$ cat src/rtl/hzc_pkg.sv
package hzc_pkg;

    typedef enum logic [2:0] {
        CLS_SALU = 3'd0,
        CLS_SOPP = 3'd1,
        CLS_SMEM = 3'd2,
        CLS_VALU = 3'd3,
        CLS_VOPC = 3'd4,
        CLS_VMEM = 3'd5,
        CLS_LDS  = 3'd6,
        CLS_MISC = 3'd7
    } cls_e;

    typedef enum logic [2:0] {
        HZ_NONE        = 3'd0,
        HZ_MEM_SCALAR  = 3'd1,
        HZ_SMEM_VECTOR = 3'd2,
        HZ_EXEC_PERM   = 3'd3,
        HZ_BRANCH_OFS  = 3'd4,
        HZ_ST_LD       = 3'd5
    } hz_e;

    localparam int          NUM_RULES   = 5;
    localparam int          CODE_W      = 3;
    localparam int          OFS_LOW_W   = 6;
    localparam logic [5:0]  BAD_OFS_LOW = 6'h3f;

endpackage

$ cat src/rtl/hzc_tracker.sv
module hzc_tracker #(
    parameter int KEY_W = 7
) (
    input  logic             clk,
    input  logic             rst,
    input  logic             arm,
    input  logic [KEY_W-1:0] arm_key,
    input  logic             clr,
    input  logic             probe,
    input  logic [KEY_W-1:0] probe_key,
    output logic             hit
);

    typedef enum logic {
        TRK_IDLE  = 1'b0,
        TRK_ARMED = 1'b1
    } trk_e;

    trk_e             state, state_nxt;
    logic [KEY_W-1:0] key, key_nxt;

    always_ff @(posedge clk) begin
        if (rst) begin
            state <= TRK_IDLE;
            key   <= '0;
        end else begin
            state <= state_nxt;
            key   <= key_nxt;
        end
    end

    always_comb begin
        state_nxt = state;
        key_nxt   = key;
        unique case (state)
            TRK_IDLE: begin
                if (arm) begin
                    state_nxt = TRK_ARMED;
                    key_nxt   = arm_key;
                end
            end
            TRK_ARMED: begin
                if (arm) begin
                    key_nxt = arm_key;
                end else if (clr) begin
                    state_nxt = TRK_IDLE;
                end
            end
            default: state_nxt = TRK_IDLE;
        endcase
    end

    always_comb begin
        hit = 1'b0;
        unique case (state)
            TRK_IDLE:  hit = 1'b0;
            TRK_ARMED: hit = probe && (key == probe_key);
            default:   hit = 1'b0;
        endcase
    end

endmodule

$ cat src/rtl/hzc_prio.sv
module hzc_prio #(
    parameter int N      = 5,
    parameter int CODE_W = 3
) (
    input  logic [N-1:0]      hits,
    output logic [CODE_W-1:0] code
);

    always_comb begin
        code = '0;
        for (int k = N - 1; k >= 0; k--) begin
            if (hits[k]) code = CODE_W'(k + 1);
        end
    end

endmodule

$ cat src/rtl/hzc_issue_monitor.sv
module hzc_issue_monitor
    import hzc_pkg::*;
#(
    parameter int SREG_W = 7,
    parameter int ADDR_W = 32,
    parameter int OFS_W  = 16
) (
    input  logic              clk,
    input  logic              rst,
    input  logic              i_vld,
    input  logic [2:0]        i_cls,
    input  logic              i_srd_vld,
    input  logic [SREG_W-1:0] i_srd,
    input  logic              i_swr_vld,
    input  logic [SREG_W-1:0] i_swr,
    input  logic              i_exec_wr,
    input  logic              i_permlane,
    input  logic              i_nop,
    input  logic              i_wait,
    input  logic              i_wait_lgkm,
    input  logic              i_wait_zero,
    input  logic              i_salu_noclr,
    input  logic              i_branch,
    input  logic [OFS_W-1:0]  i_ofs,
    input  logic              i_sst,
    input  logic              i_sld,
    input  logic [ADDR_W-1:0] i_saddr,
    output logic              o_vld,
    output logic              o_hz,
    output logic [2:0]        o_code
);

    cls_e cls;
    logic is_salu, is_sopp, is_smem, is_vector, is_vmem_like;
    assign cls          = cls_e'(i_cls);
    assign is_salu      = i_vld && (cls == CLS_SALU);
    assign is_sopp      = i_vld && (cls == CLS_SOPP);
    assign is_smem      = i_vld && (cls == CLS_SMEM);
    assign is_vector    = i_vld && ((cls == CLS_VALU) || (cls == CLS_VOPC));
    assign is_vmem_like = i_vld && ((cls == CLS_VMEM) || (cls == CLS_LDS));

    logic [NUM_RULES-1:0] hits;
    logic                 perm_arm;

    // rule 1: memory read of scalar, then scalar write
    hzc_tracker #(.KEY_W(SREG_W)) u_mem_scalar (
        .clk       (clk),
        .rst       (rst),
        .arm       (is_vmem_like && i_srd_vld),
        .arm_key   (i_srd),
        .clr       (is_vector || (i_vld && i_wait)),
        .probe     ((is_salu || is_smem) && i_swr_vld),
        .probe_key (i_swr),
        .hit       (hits[0])
    );

    // rule 2: scalar memory read, then vector write
    hzc_tracker #(.KEY_W(SREG_W)) u_smem_vector (
        .clk       (clk),
        .rst       (rst),
        .arm       (is_smem && i_srd_vld),
        .arm_key   (i_srd),
        .clr       ((is_salu && !i_salu_noclr) || (is_sopp && i_wait && i_wait_lgkm)),
        .probe     (is_vector && i_swr_vld),
        .probe_key (i_swr),
        .hit       (hits[1])
    );

    // rule 3: mask compare writing EXEC, then permute
    assign perm_arm = i_vld && (cls == CLS_VOPC) && i_exec_wr;
    hzc_tracker #(.KEY_W(1)) u_exec_perm (
        .clk       (clk),
        .rst       (rst),
        .arm       (perm_arm),
        .arm_key   (1'b0),
        .clr       (is_vector && !i_nop),
        .probe     (i_vld && i_permlane),
        .probe_key (1'b0),
        .hit       (hits[2])
    );

    // rule 4: branch at a bad offset (stateless)
    assign hits[3] = i_vld && i_branch && (i_ofs[OFS_LOW_W-1:0] == BAD_OFS_LOW);

    // rule 5: scalar buffer store, then load of the same address
    hzc_tracker #(.KEY_W(ADDR_W)) u_st_ld (
        .clk       (clk),
        .rst       (rst),
        .arm       (is_smem && i_sst),
        .arm_key   (i_saddr),
        .clr       (i_vld && i_wait && i_wait_lgkm && i_wait_zero),
        .probe     (is_smem && i_sld),
        .probe_key (i_saddr),
        .hit       (hits[4])
    );

    logic [CODE_W-1:0] code_c;
    hzc_prio #(.N(NUM_RULES), .CODE_W(CODE_W)) u_prio (
        .hits (hits),
        .code (code_c)
    );

    always_ff @(posedge clk) begin
        if (rst) begin
            o_vld  <= 1'b0;
            o_hz   <= 1'b0;
            o_code <= HZ_NONE;
        end else begin
            o_vld  <= i_vld;
            o_hz   <= i_vld && (code_c != '0);
            o_code <= i_vld ? code_c : HZ_NONE;
        end
    end

endmodule

$ cat config.mk
export PLATFORM = sky130hd
export DESIGN_NAME = hzc_issue_monitor
export DESIGN_NICKNAME = d
export VERILOG_FILES = /design/src/rtl/hzc_pkg.sv /design/src/rtl/hzc_tracker.sv /design/src/rtl/hzc_prio.sv /design/src/rtl/hzc_issue_monitor.sv
export SDC_FILE = /design/constraint.sdc
export NUM_CORES = 1
export LEC_CHECK = 0
export BUFFER_PORTS_ARGS = -buffer_cell sky130_fd_sc_hd__buf_2
export CORE_MARGIN = 2
export CORE_UTILIZATION = 46
export DETAILED_ROUTE_END_ITERATION = 6
export PLACE_DENSITY = 0.73
export SLEW_MARGIN = 40
export SYNTH_ARGS = -nofsm -noshare
export SYNTH_HDL_FRONTEND = slang
export SYNTH_HIERARCHICAL = 1
export SYNTH_SLANG_ARGS = --single-unit
$ cat constraint.sdc
create_clock -name clk -period 2.3 [get_ports clk]
set_input_delay 0.575 -clock clk [delete_from_list [all_inputs] [get_ports clk]]
set_output_delay 0.575 -clock clk [all_outputs]
set_load 0.03 [all_outputs]
* Word level (Yosys, flattened, before mapping)
Cells that the tools add are included.
Cells by class: eq/ne operators 10, muxes and demuxes 29, bitwise gates (word level) 6, reductions and logical operators 38
Operators with widths (count):
- $eq 32x32->1 | 1
- $mux 32 | 1
- $logic_and 1x1->1 | 28
- $pmux 1 s2 | 8
- $mux 3 | 5
- $eq 7x7->1 | 2
- $mux 7 | 2
- $mux 1 | 13
- $eq 3x3->1 const B | 3
- $eq 3x2->1 const B | 2
- $eq 6x6->1 const B | 1
- $not 1->1 | 6
- $logic_or 1x1->1 | 5
- $eq 3x1->1 const B | 1
- $logic_not 3->1 | 1
- $reduce_bool 3->1 | 1
- $logic_not 1->1 | 2
- $reduce_or 2->1 | 1
Word-level totals: register bits after elaboration 56, input port bits 80

* Longest topological paths before layout
Gate-level depths: netlist of the first run.
word-level depth 12, gate-level depth with buffers 9

* Cells and area by module
The synthesis of the first run kept the hierarchy.
By module, submodules not included:
- hzc_tracker at u_st_ld | times used 1, cells an instance 152, area an instance 1506.4 µm²
- hzc_tracker at u_mem_scalar ... | times used 2, cells an instance 37, area an instance 365.4 µm²
- hzc_issue_monitor | times used 1, cells an instance 40, area an instance 345.3 µm²
- hzc_tracker at u_exec_perm | times used 1, cells an instance 9, area an instance 83.8 µm²
- hzc_prio | times used 1, cells an instance 7, area an instance 37.5 µm²

* Worst setup path after synthesis of the first run
No wires, ideal clock.
path type input-to-reg, from in i_cls[0], to reg o_hz, arrival time 2107 ps, slack 73 ps, stages on the path 8, path buffers 1, path through buf_6 -> nand4bb_2 -> a21boi_1 -> nand3_1 -> nor4_2 -> inv_1 -> a211o_1 -> o31a_1
RTL lines:
- from (decl) | line hzc_issue_monitor.sv:11 | input logic [2:0] i_cls,
- $eq 3x2->1 / $eq 3x3->1 (equally long branches) | line hzc_issue_monitor.sv:39 | assign is_vector = i_vld && ((cls == CLS_VALU) || (cls == CLS_VOPC));
- $logic_or 1x1->1 * | line hzc_issue_monitor.sv:39
- $logic_and 1x1->1 * | line hzc_issue_monitor.sv:39
- $logic_and 1x1->1 * | line hzc_issue_monitor.sv:64 | .probe (is_vector && i_swr_vld),
- $logic_and 1x1->1 * | line hzc_tracker.sv:57 | TRK_ARMED: hit = probe && (key == probe_key);
- $pmux 1 s2 * | line hzc_tracker.sv:55 | unique case (state)
- via hits[1] | line hzc_issue_monitor.sv:42 | logic [NUM_RULES-1:0] hits;
- $mux 3 * (2 in series) | line hzc_prio.sv:12 | if (hits[k]) code = CODE_W'(k + 1);
- via code_c[0] | line hzc_issue_monitor.sv:97 | logic [CODE_W-1:0] code_c;
- $reduce_bool 3->1 * | line hzc_issue_monitor.sv:110 | o_hz <= i_vld && (code_c != '0);
- $logic_and 1x1->1 * | line hzc_issue_monitor.sv:110
- to (signal assigned) | line hzc_issue_monitor.sv:110
- to (decl) | line hzc_issue_monitor.sv:29 | output logic o_hz,
The timed path passes the listed nets; every way through them passes the cells marked *. A chain may end at the register's enable or synchronous reset.

* Final worst setup path of the first run
from in i_cls[2], to reg o_code[2]
Between the ends: cells in the longest elaborated chain, start to end 10
RTL lines:
- $eq 3x2->1 | line hzc_issue_monitor.sv:38 | assign is_smem = i_vld && (cls == CLS_SMEM);
- $logic_and 1x1->1 | line hzc_issue_monitor.sv:38
- $logic_and 1x1->1 | line hzc_issue_monitor.sv:92 | .probe (is_smem && i_sld),
- $logic_and 1x1->1 | line hzc_tracker.sv:57
- $pmux 1 s2 | line hzc_tracker.sv:55
- via hits[4] | line hzc_issue_monitor.sv:42
- $mux 3 (5 in series) | line hzc_prio.sv:12
- via code_c[2] | line hzc_issue_monitor.sv:97
- to (signal assigned) | line hzc_issue_monitor.sv:111 | o_code <= i_vld ? code_c : HZ_NONE;
- to (decl) | line hzc_issue_monitor.sv:30 | output logic [2:0] o_code
The timed path passes the listed nets, and every way through them passes these cells.

==> results of run 1 <==
[logic make-up after synthesis]
logic type      after synthesis  share of synthesized area, %
other cells                   1                        0.1387
simple gates                100                         19.07
xor+xnor                     48                         15.55
mux                          47                         17.40
buf+inv                      20                         3.656
compound gates               10                         2.730
flops                        56                         41.46
[worst max-delay path, stage by stage]
cell      delay (ns)
buf_2           0.11
and4bb_1        0.30
and2_1          0.13
nand3_1         0.05
or4_1           0.51
nor3_2          0.16
nor2_1          0.07
nor4_1          0.25
and2_1          0.17
[synth_stat cells]
| cell type | instances |
|---|---|
| nand2_1 | 2 |
| nand4b_1 | 1 |
| a21oi_1 | 5 |
| nand3_1 | 5 |
| conb_1 | 1 |
| buf_2 | 4 |
| or4_1 | 1 |
| and3_1 | 1 |
| and2_1 | 7 |
| buf_4 | 3 |
| buf_1 | 2 |
| nor2b_1 | 1 |
| nand2b_1 | 2 |
| xnor2_1 | 28 |
| and4bb_1 | 1 |
| a211o_1 | 1 |
| dfxtp_1 | 56 |
| and2b_1 | 1 |
| nor4_1 | 5 |
| nor2_1 | 57 |
| xor2_1 | 20 |
| nand4bb_2 | 1 |
| buf_6 | 1 |
| a21boi_1 | 1 |
| mux2i_1 | 47 |
| nor3_2 | 1 |
| nand4_1 | 8 |
| a2111oi_2 | 1 |
| o31a_1 | 2 |
| clkbuf_1 | 4 |
| inv_1 | 6 |
| nor3b_1 | 3 |
| and3b_1 | 1 |
| nor4_2 | 2 |
[per-layer routing]
layer / track usage [%] / up-vias / part of all wire (%)
li1: - / 1102 / -
met5: 0 / - / 0
met2: 29.83 / 46 / 47
met4: 4.576 / 0 / 0.99
met3: 3.371 / 4 / 4.6
met1: 22.19 / 983 / 47
[worst min-delay path by stage]
stage,start,endpoint,slack [ns],cells past startpoint
3_3_place_gp,u_exec_perm/state$_SDFF_PP0_,u_exec_perm/state$_SDFF_PP0_,0.46,2
2_1_floorplan,u_exec_perm/state$_SDFF_PP0_,u_exec_perm/state$_SDFF_PP0_,0.44,2
4_1_cts,u_exec_perm/state$_SDFF_PP0_,u_exec_perm/state$_SDFF_PP0_,0.50,2
3_5_place_dp,u_st_ld/state$_SDFF_PP0_,u_st_ld/state$_SDFF_PP0_,0.48,2
5_1_grt,u_exec_perm/state$_SDFF_PP0_,u_exec_perm/state$_SDFF_PP0_,0.51,2
6_report,u_exec_perm/state$_SDFF_PP0_,u_exec_perm/state$_SDFF_PP0_,0.49,2
[per-stage QoR]
step,setup TNS [ns],cells,hold slack (ns),util (%)
floorplan,0,283,0.4390,-
global placement,-0.1915,427,0.4639,57.43
detailed placement,-0.2823,427,0.4821,57.43
CTS,0,435,0.4992,59.24
global route,0,435,0.5142,59.24
finish,0,435,0.4920,59.24
[power groups by stage]
stage                     clock [mW]  combinational, mW  sequential [mW]
after floorplan                    0              0.110             1.02
after global placement             0              0.216             1.01
after detailed placement           0              0.220             1.01
after CTS                      0.609              0.221            0.993
after global routing           0.635              0.243            0.995
final                          0.582              0.218            0.992
[final cells by class]
| type | instances | area, um2 | share of cell area (%) |
|---|---|---|---|
| clock buffers | 6 | 82.58 | 2.486 |
| multi-input cells | 207 | 1489 | 44.82 |
| inverters | 6 | 22.52 | 0.6780 |
| clock inverters | 2 | 18.77 | 0.5650 |
| well taps | 72 | 90.09 | 2.712 |
| repair buffers | 86 | 498.0 | 14.99 |
| flip-flops and latches | 56 | 1121 | 33.75 |
[cells in the final DEF, fill, tap and decap left out, types with 3 or more instances in the layout]
master    instances
a21oi_1           5
and2_1            6
buf_12            3
buf_2            74
buf_4             9
clkbuf_8          6
dfxtp_1          56
inv_1             6
mux2i_1          47
nand3_1           5
nand4_1           8
nor2_1           57
nor3b_1           3
nor4_1            5
xnor2_1          28
xor2_1           20
[sequential cells by signal (all words and copies together) (netlist names)]
name and flops:
o_code 3, o_hz 1, o_vld 1, u_exec_perm/key 1
u_exec_perm/state 1, u_mem_scalar/key 7, u_mem_scalar/state 1, u_smem_vector/key 7
u_smem_vector/state 1, u_st_ld/key 32, u_st_ld/state 1
==> flow_summary.json, run 1 <==
{
  "outcome": "complete, no violations",
  "grt_max_degree": 28,
  "crit_fanout": 3,
  "synth_cells": 282,
  "criticalPathCategory": "input port to register",
  "drt_iter0_markers": 38,
  "endpoint": "o_code[2]$_SDFF_PP0_",
  "switching_share_pct": 24.68,
  "yosys.area.top_type": "dfxtp_1",
  "fin_total_pwr_mw": 1.792,
  "p_int_mw": 1.350,
  "core_um2": 5608,
  "startpoint_type": "input port",
  "wl_per_cell_um": 12.28,
  "antenna_found_initial": 0,
  "p_comb_share_pct": 12.2,
  "fillers": 527,
  "dieArea_um2": 6507,
  "period_needed_ns": 2.082,
  "placementRows": 27,
  "hold_viol": 0,
  "cts-htree-levels": 2,
  "layout_setup_ws_ns": 0.2175,
  "cts_resized": 0,
  "grt-ovfl-total": 0,
  "power_leakage_nw": 1.330,
  "synth-seq-cells": 56,
  "synth_cell_types": 34,
  "clkLatencyLatePin_ns": 0.30,
  "worstPathRequired_ns": 2.55,
  "drtAntennaViolNets": 0,
  "fin_skew_ns": 0.006202,
  "die_h_um": 80.67,
  "ys_seq_area_share_pct": 41.46,
  "worstSetupEndpointType": "register",
  "finalMaxSlewViolations": 0,
  "synth.area.top_cells": "dfxtp_1 41%, mux2i_1 17%, xnor2_1 9.1%, nor2_1 7.9%, xor2_1 6.5%",
  "p_sw_mw": 0.4423,
  "r2r-start": "u_st_ld/key[23]$_SDFFE_PP0P_",
  "pre_cts_ws_ns": -0.1047,
  "grt_usage_pct": 17.37,
  "ys_warn_count": 6,
  "drc_errors": 0,
  "synth_top_area_share_pct": 41.46,
  "startpoint": "i_cls[2]",
  "n_antenna_cell": 0,
  "p_clk_share_pct": 32.5,
  "chipWidth_um": 80.67,
  "cts_made_buffers": 5,
  "routed_wl_um": 5341,
  "period_share_pct": 90.54,
  "cts_tree": "built",
  "maxCapViolations": 0,
  "place_area_um2": 3221,
  "drive_above_1_share_pct": 27.55,
  "final_area_um2": 3322,
  "hpwl_um": 4207,
  "vias": 2135,
  "cts_sinks": 56,
  "syn_area_um2": 2704,
  "clockRootBuffer": "clkbuf_8",
  "syn_to_final_growth_pct": 22.86,
  "r2r_setup_slack_ns": 0.41,
  "reg2regPathDepth": 7,
  "avgViaCountPerCell": 4.908,
  "setup_viol": 0,
  "cts_buffer_depth": 2,
  "arrival_ns": 2.33,
  "fmax_mhz": 480.2,
  "clkTransAtPathRegs_ns": 0.10,
  "ioPinCount": 85,
  "power_frac_seq_pct": 55.4,
  "grt_first_pass_wirelength_um": 8873,
  "portBuffers": 74,
  "nets": 442,
  "power_density_nw_per_um2": 539.5,
  "cts_setup_buffers": 0,
  "ir_worst_vdd_uv": 412.3,
  "avgSynthCellArea_um2": 9.588,
  "hold_buffers": 0,
  "hold_path_class": "register to register",
  "initial_core_util_pct": 48.22,
  "dr.pass1.iters": 4,
  "timing.rr.end": "o_code[2]$_SDFF_PP0_",
  "first_global_vias": 2051,
  "finalWeightedCongestion": 0.7701,
  "grt_setup_unrepaired": "false"
}
Note: power is estimated with default switching activity, not from simulation.
==> run 2: changes to the inputs <==
Settings changed: CAP_MARGIN from default to 20, CELL_PAD_IN_SITES_DETAIL_PLACEMENT from default to 0, CELL_PAD_IN_SITES_GLOBAL_PLACEMENT from default to 1, CORE_UTILIZATION 46 to 34, PLACE_DENSITY 0.73 to 0.72.
==> flow_summary.json, run 2 (synthesis gave the netlist of run 1 again) <==
{
  "cts-htree-levels": 2,
  "criticalPathCategory": "input port to register",
  "grt_first_pass_wirelength_um": 9239,
  "dr.pass1.iters": 4,
  "n_antenna_cell": 0,
  "fmax_mhz": 472.1,
  "layout_setup_ws_ns": 0.1818,
  "power_density_nw_per_um2": 524.0,
  "crit_fanout": 6,
  "first_global_vias": 2025,
  "hold_buffers": 0,
  "top_register": "u_st_ld/key",
  "period_share_pct": 92.09,
  "clkTransAtPathRegs_ns": 0.09,
  "grt_usage_pct": 13.39,
  "grt_setup_unrepaired": "false",
  "hold_viol": 0,
  "period_needed_ns": 2.118,
  "worstPathRequired_ns": 2.50,
  "register_area_um2": 1121,
  "drtAntennaViolNets": 0,
  "cts_setup_buffers": 0,
  "worstSetupEndpointType": "register",
  "fin_util_pct": 43.47,
  "placementRows": 32,
  "antenna_found_initial": 0,
  "final_common_cell": "buf_2",
  "finalWeightedCongestion": 0.7666,
  "power_leakage_nw": 1.345,
  "cts_tree": "built",
  "outcome": "complete, no violations",
  "cts_resized": 0,
  "final_cell_mix": "74 x buf_2, 57 x nor2_1, 56 x dfxtp_1, 47 x mux2i_1, 28 x xnor2_1",
  "vias": 2091,
  "initial_core_util_pct": 34.99,
  "multi_input_area_um2": 1500,
  "syn_to_final_growth_pct": 24.25,
  "ir_worst_vdd_uv": 223.4,
  "fillers": 802,
  "wl_per_cell_um": 12.15,
  "portBuffers": 74,
  "worst_slew_pin_slew_ns": 0.5439,
  "fin_total_pwr_mw": 1.761,
  "largest_reg_flops": 32,
  "pre_cts_ws_ns": -0.2045,
  "cts_made_buffers": 5,
  "clkLatencyLatePin_ns": 0.30,
  "routed_wl_um": 5686,
  "cts_sinks": 56,
  "chipWidth_um": 93.18,
  "dieArea_um2": 8682,
  "finalMaxSlewViolations": 0,
  "reg_top3": "u_st_ld/key: 32 flops, u_mem_scalar/key: 7 flops, u_smem_vector/key: 7 flops",
  "clockRootBuffer": "clkbuf_8",
  "hold_path_class": "register to register",
  "hpwl_um": 4278,
  "arrival_ns": 2.31,
  "drive_above_1_share_pct": 28.69,
  "drc_errors": 0,
  "place_area_um2": 3256,
  "final_area_um2": 3359,
  "nets": 445,
  "core_um2": 7727,
  "whs_ns": 0.4814,
  "grt_max_degree": 52,
  "die_h_um": 93.18,
  "r2r_setup_slack_ns": 0.48,
  "startpoint_type": "input port",
  "ioPinCount": 85,
  "relSlewSlack_pct": 63.74,
  "drt_iter0_markers": 63,
  "cts_buffer_depth": 2,
  "setup_viol": 0,
  "grt-ovfl-total": 0,
  "avgViaCountPerCell": 4.468,
  "fin_skew_ns": 0.007523,
  "maxCapViolations": 0
}
[run 2: layout make-up]
cell class                      count  share of cell area (%)
Sequential cell                    56                   33.37
Inverter                            6                  0.6704
Clock inverter                      2                  0.2980
Multi-Input combinational cell    207                   44.66
Timing Repair Buffer               89                   14.75
Tap cell                          102                   3.799
Clock buffer                        6                   2.458
[run 2: path summary, 6_finish.rpt]
path,cells past startpoint,end,startpoint
max,9,o_hz$_SDFF_PP0_,i_cls[2]
min,2,u_exec_perm/state$_SDFF_PP0_,u_exec_perm/state$_SDFF_PP0_
max reg2reg,7,o_hz$_SDFF_PP0_,u_st_ld/key[23]$_SDFFE_PP0P_
min reg2reg,2,u_exec_perm/state$_SDFF_PP0_,u_exec_perm/state$_SDFF_PP0_
[run 2: per-layer routing]
| layer | global-route usage (%) | vias to the layer above | wire (um) |
|---|---|---|---|
| met4 | 4.779 | 0 | 89 |
| met5 | 0 | - | 0 |
| li1 | - | 1106 | - |
| met2 | 21.62 | 34 | 2582 |
| met1 | 18.12 | 943 | 2812 |
| met3 | 2.176 | 8 | 203 |
[run 2: metrics by stage]
stage | setup TNS (ns) | cells
2_1_floorplan | 0 | 283
3_3_place_gp | -0.3494 | 460
5_1_grt | 0 | 468
4_1_cts | 0 | 468
3_5_place_dp | -0.5239 | 460
6_report | 0 | 468
[run 2: critical path, cell delays in order]
cell,delay [ns]
buf_2,0.10
buf_4,0.14
nand4b_1,0.19
a21boi_1,0.16
nand3_1,0.10
nor4_2,0.37
inv_1,0.08
a211o_1,0.32
o31a_1,0.27
[run 2: report_power, final]
group / leakage (nW) / internal, mW / total, mW / switching [mW]
Clock: 0.0510 / 0.241 / 0.550 / 0.308
Combinational: 0.841 / 0.113 / 0.219 / 0.105
Sequential: 0.452 / 0.984 / 0.992 / 0.00854
==> run 3: changes to the inputs <==
Settings changed: PLACE_DENSITY 0.72 to default, PLACE_DENSITY_LB_ADDON from default to 0.1.
==> flow_summary.json, run 3 (synthesis gave the netlist of run 1 again) <==
{
  "outcome": "complete, no violations",
  "vias": 2066,
  "finalWeightedCongestion": 0.7165,
  "drtAntennaViolNets": 0,
  "ioPinCount": 85,
  "drive_above_1_share_pct": 27.95,
  "clockRootBuffer": "clkbuf_8",
  "grt_usage_pct": 13.97,
  "criticalPathCategory": "input port to register",
  "hp-start": "rst",
  "grt_max_degree": 50,
  "cts_sinks": 56,
  "period_share_pct": 91.18,
  "power_density_nw_per_um2": 529.2,
  "timing.rr.end": "o_hz$_SDFF_PP0_",
  "cts-htree-levels": 2,
  "fin_setup_tns_ns": 0,
  "syn_to_final_growth_pct": 23.51,
  "max_stage_delay_ns": 0.52,
  "place_area_um2": 3248,
  "period_needed_ns": 2.097,
  "hold_path_class": "input port to register",
  "fin_total_pwr_mw": 1.767,
  "dieArea_um2": 8682,
  "final_area_um2": 3339,
  "worstSetupEndpointType": "register",
  "clkLatencyLatePin_ns": 0.31,
  "top_register": "u_st_ld/key",
  "worstPathCellList": "buf_2, and4bb_1, and2_1, nand3_1, or4_1, nor3_2, nor3b_1, a211o_1, o31a_1",
  "startpoint_type": "input port",
  "crit_fanout": 4,
  "largest_reg_flops": 32,
  "placementRows": 32,
  "crit_cells": 9,
  "cts_setup_buffers": 0,
  "wl_per_cell_um": 12.23,
  "maxCapViolations": 0,
  "endpoint": "o_hz$_SDFF_PP0_",
  "worst_slew_pin_slew_ns": 0.5532,
  "dr.pass1.iters": 4,
  "grt-ovfl-total": 0,
  "die_h_um": 93.18,
  "worstPathRequired_ns": 2.56,
  "drt_iter0_markers": 57,
  "hold_viol": 0,
  "fin_skew_ns": 0.009930,
  "chipWidth_um": 93.18,
  "fmax_mhz": 476.8,
  "setup_viol": 0,
  "cts_resized": 0,
  "nets": 444,
  "power_leakage_nw": 1.332,
  "clkTransAtPathRegs_ns": 0.10,
  "worst_path_max_delay_cell": "or4_1",
  "r2r-start": "u_st_ld/key[29]$_SDFFE_PP0P_",
  "startpoint": "i_cls[0]",
  "routed_wl_um": 5711,
  "relSlewSlack_pct": 63.12,
  "n_antenna_cell": 0,
  "avgViaCountPerCell": 4.424,
  "hold_buffers": 0,
  "portBuffers": 74,
  "grt_first_pass_wirelength_um": 9508,
  "final_common_cell": "buf_2",
  "core_um2": 7727,
  "finalMaxSlewViolations": 0,
  "ir_worst_vdd_uv": 262.2,
  "cp_top_family": "simple AND/OR/NAND/NOR gates",
  "drc_errors": 0,
  "grt_setup_unrepaired": "false",
  "arrival_ns": 2.35,
  "fillers": 812,
  "first_global_vias": 2020,
  "cts_tree": "built",
  "initial_core_util_pct": 34.99,
  "r2r_setup_slack_ns": 0.38,
  "antenna_found_initial": 1,
  "hpwl_um": 4175,
  "cts_made_buffers": 5,
  "reg_top3": "u_st_ld/key: 32 flops, u_mem_scalar/key: 7 flops, u_smem_vector/key: 7 flops",
  "final_cell_mix": "74 x buf_2, 57 x nor2_1, 56 x dfxtp_1, 47 x mux2i_1, 28 x xnor2_1",
  "reg2regPathDepth": 7,
  "critical_path_buf_inv_count": 1,
  "cts_buffer_depth": 2
}
## run 3: cell count changes in the layout (fill, tap and decap cells not counted), sizes merged
cell and delta:
buf -1, inv +1, clkbuf -1
## run 3: cell type report
cell class                      instances  area [um2]  share of cell area (%)
Clock inverter                          3       22.52                  0.6744
Timing Repair Buffer                   88       488.0                   14.61
Inverter                                6       22.52                  0.6744
Multi-Input combinational cell        207        1489                   44.59
Clock buffer                            5       68.82                   2.061
Tap cell                              102       127.6                   3.822
Sequential cell                        56        1121                   33.57
## run 3: report_power, final
| part | internal [mW] | total, mW | leakage (nW) | switching (mW) |
|---|---|---|---|---|
| sequential | 0.984 | 0.992 | 0.452 | 0.00851 |
| combinational | 0.112 | 0.217 | 0.831 | 0.105 |
| clock | 0.219 | 0.558 | 0.0485 | 0.339 |
## run 3: worst min path at each step
stage                              endpoint  slack [ns]  depth (start not counted)
2_1_floorplan  u_exec_perm/state$_SDFF_PP0_        0.44                          2
3_3_place_gp   u_exec_perm/state$_SDFF_PP0_        0.45                          2
3_5_place_dp   u_exec_perm/state$_SDFF_PP0_        0.46                          2
4_1_cts        u_exec_perm/state$_SDFF_PP0_        0.45                          2
5_1_grt        u_exec_perm/state$_SDFF_PP0_        0.44                          2
6_report       u_exec_perm/state$_SDFF_PP0_        0.46                          2
## run 3: metal layers
metal  GRT usage (%)  wire, um  vias to the layer above
met1           19.50      2969                      914
met5               0         0                        -
li1                -         -                     1104
met4           3.676        30                        0
met2           20.77      2355                       46
met3           4.512       354                        2
## run 3: stage by stage
stage	instances	worst slack (ns)	utilization [%]	hold slack, ns
2_1_floorplan	283	0.07333	-	0.4390
3_3_place_gp	459	-0.1109	42.03	0.4535
3_5_place_dp	459	-0.1237	42.03	0.4599
4_1_cts	467	0.1965	43.22	0.4508
5_1_grt	467	0.02296	43.22	0.4439
6_report	467	0.2029	43.22	0.4583
## run 3: worst register-to-register path, cell delays in order (launching register included)
cell,delay [ns]
dfxtp_1,0.34
xor2_1,0.16
nor4_1,0.44
nand4_1,0.20
nor3_2,0.23
nor3b_1,0.22
a211o_1,0.15
o31a_1,0.13
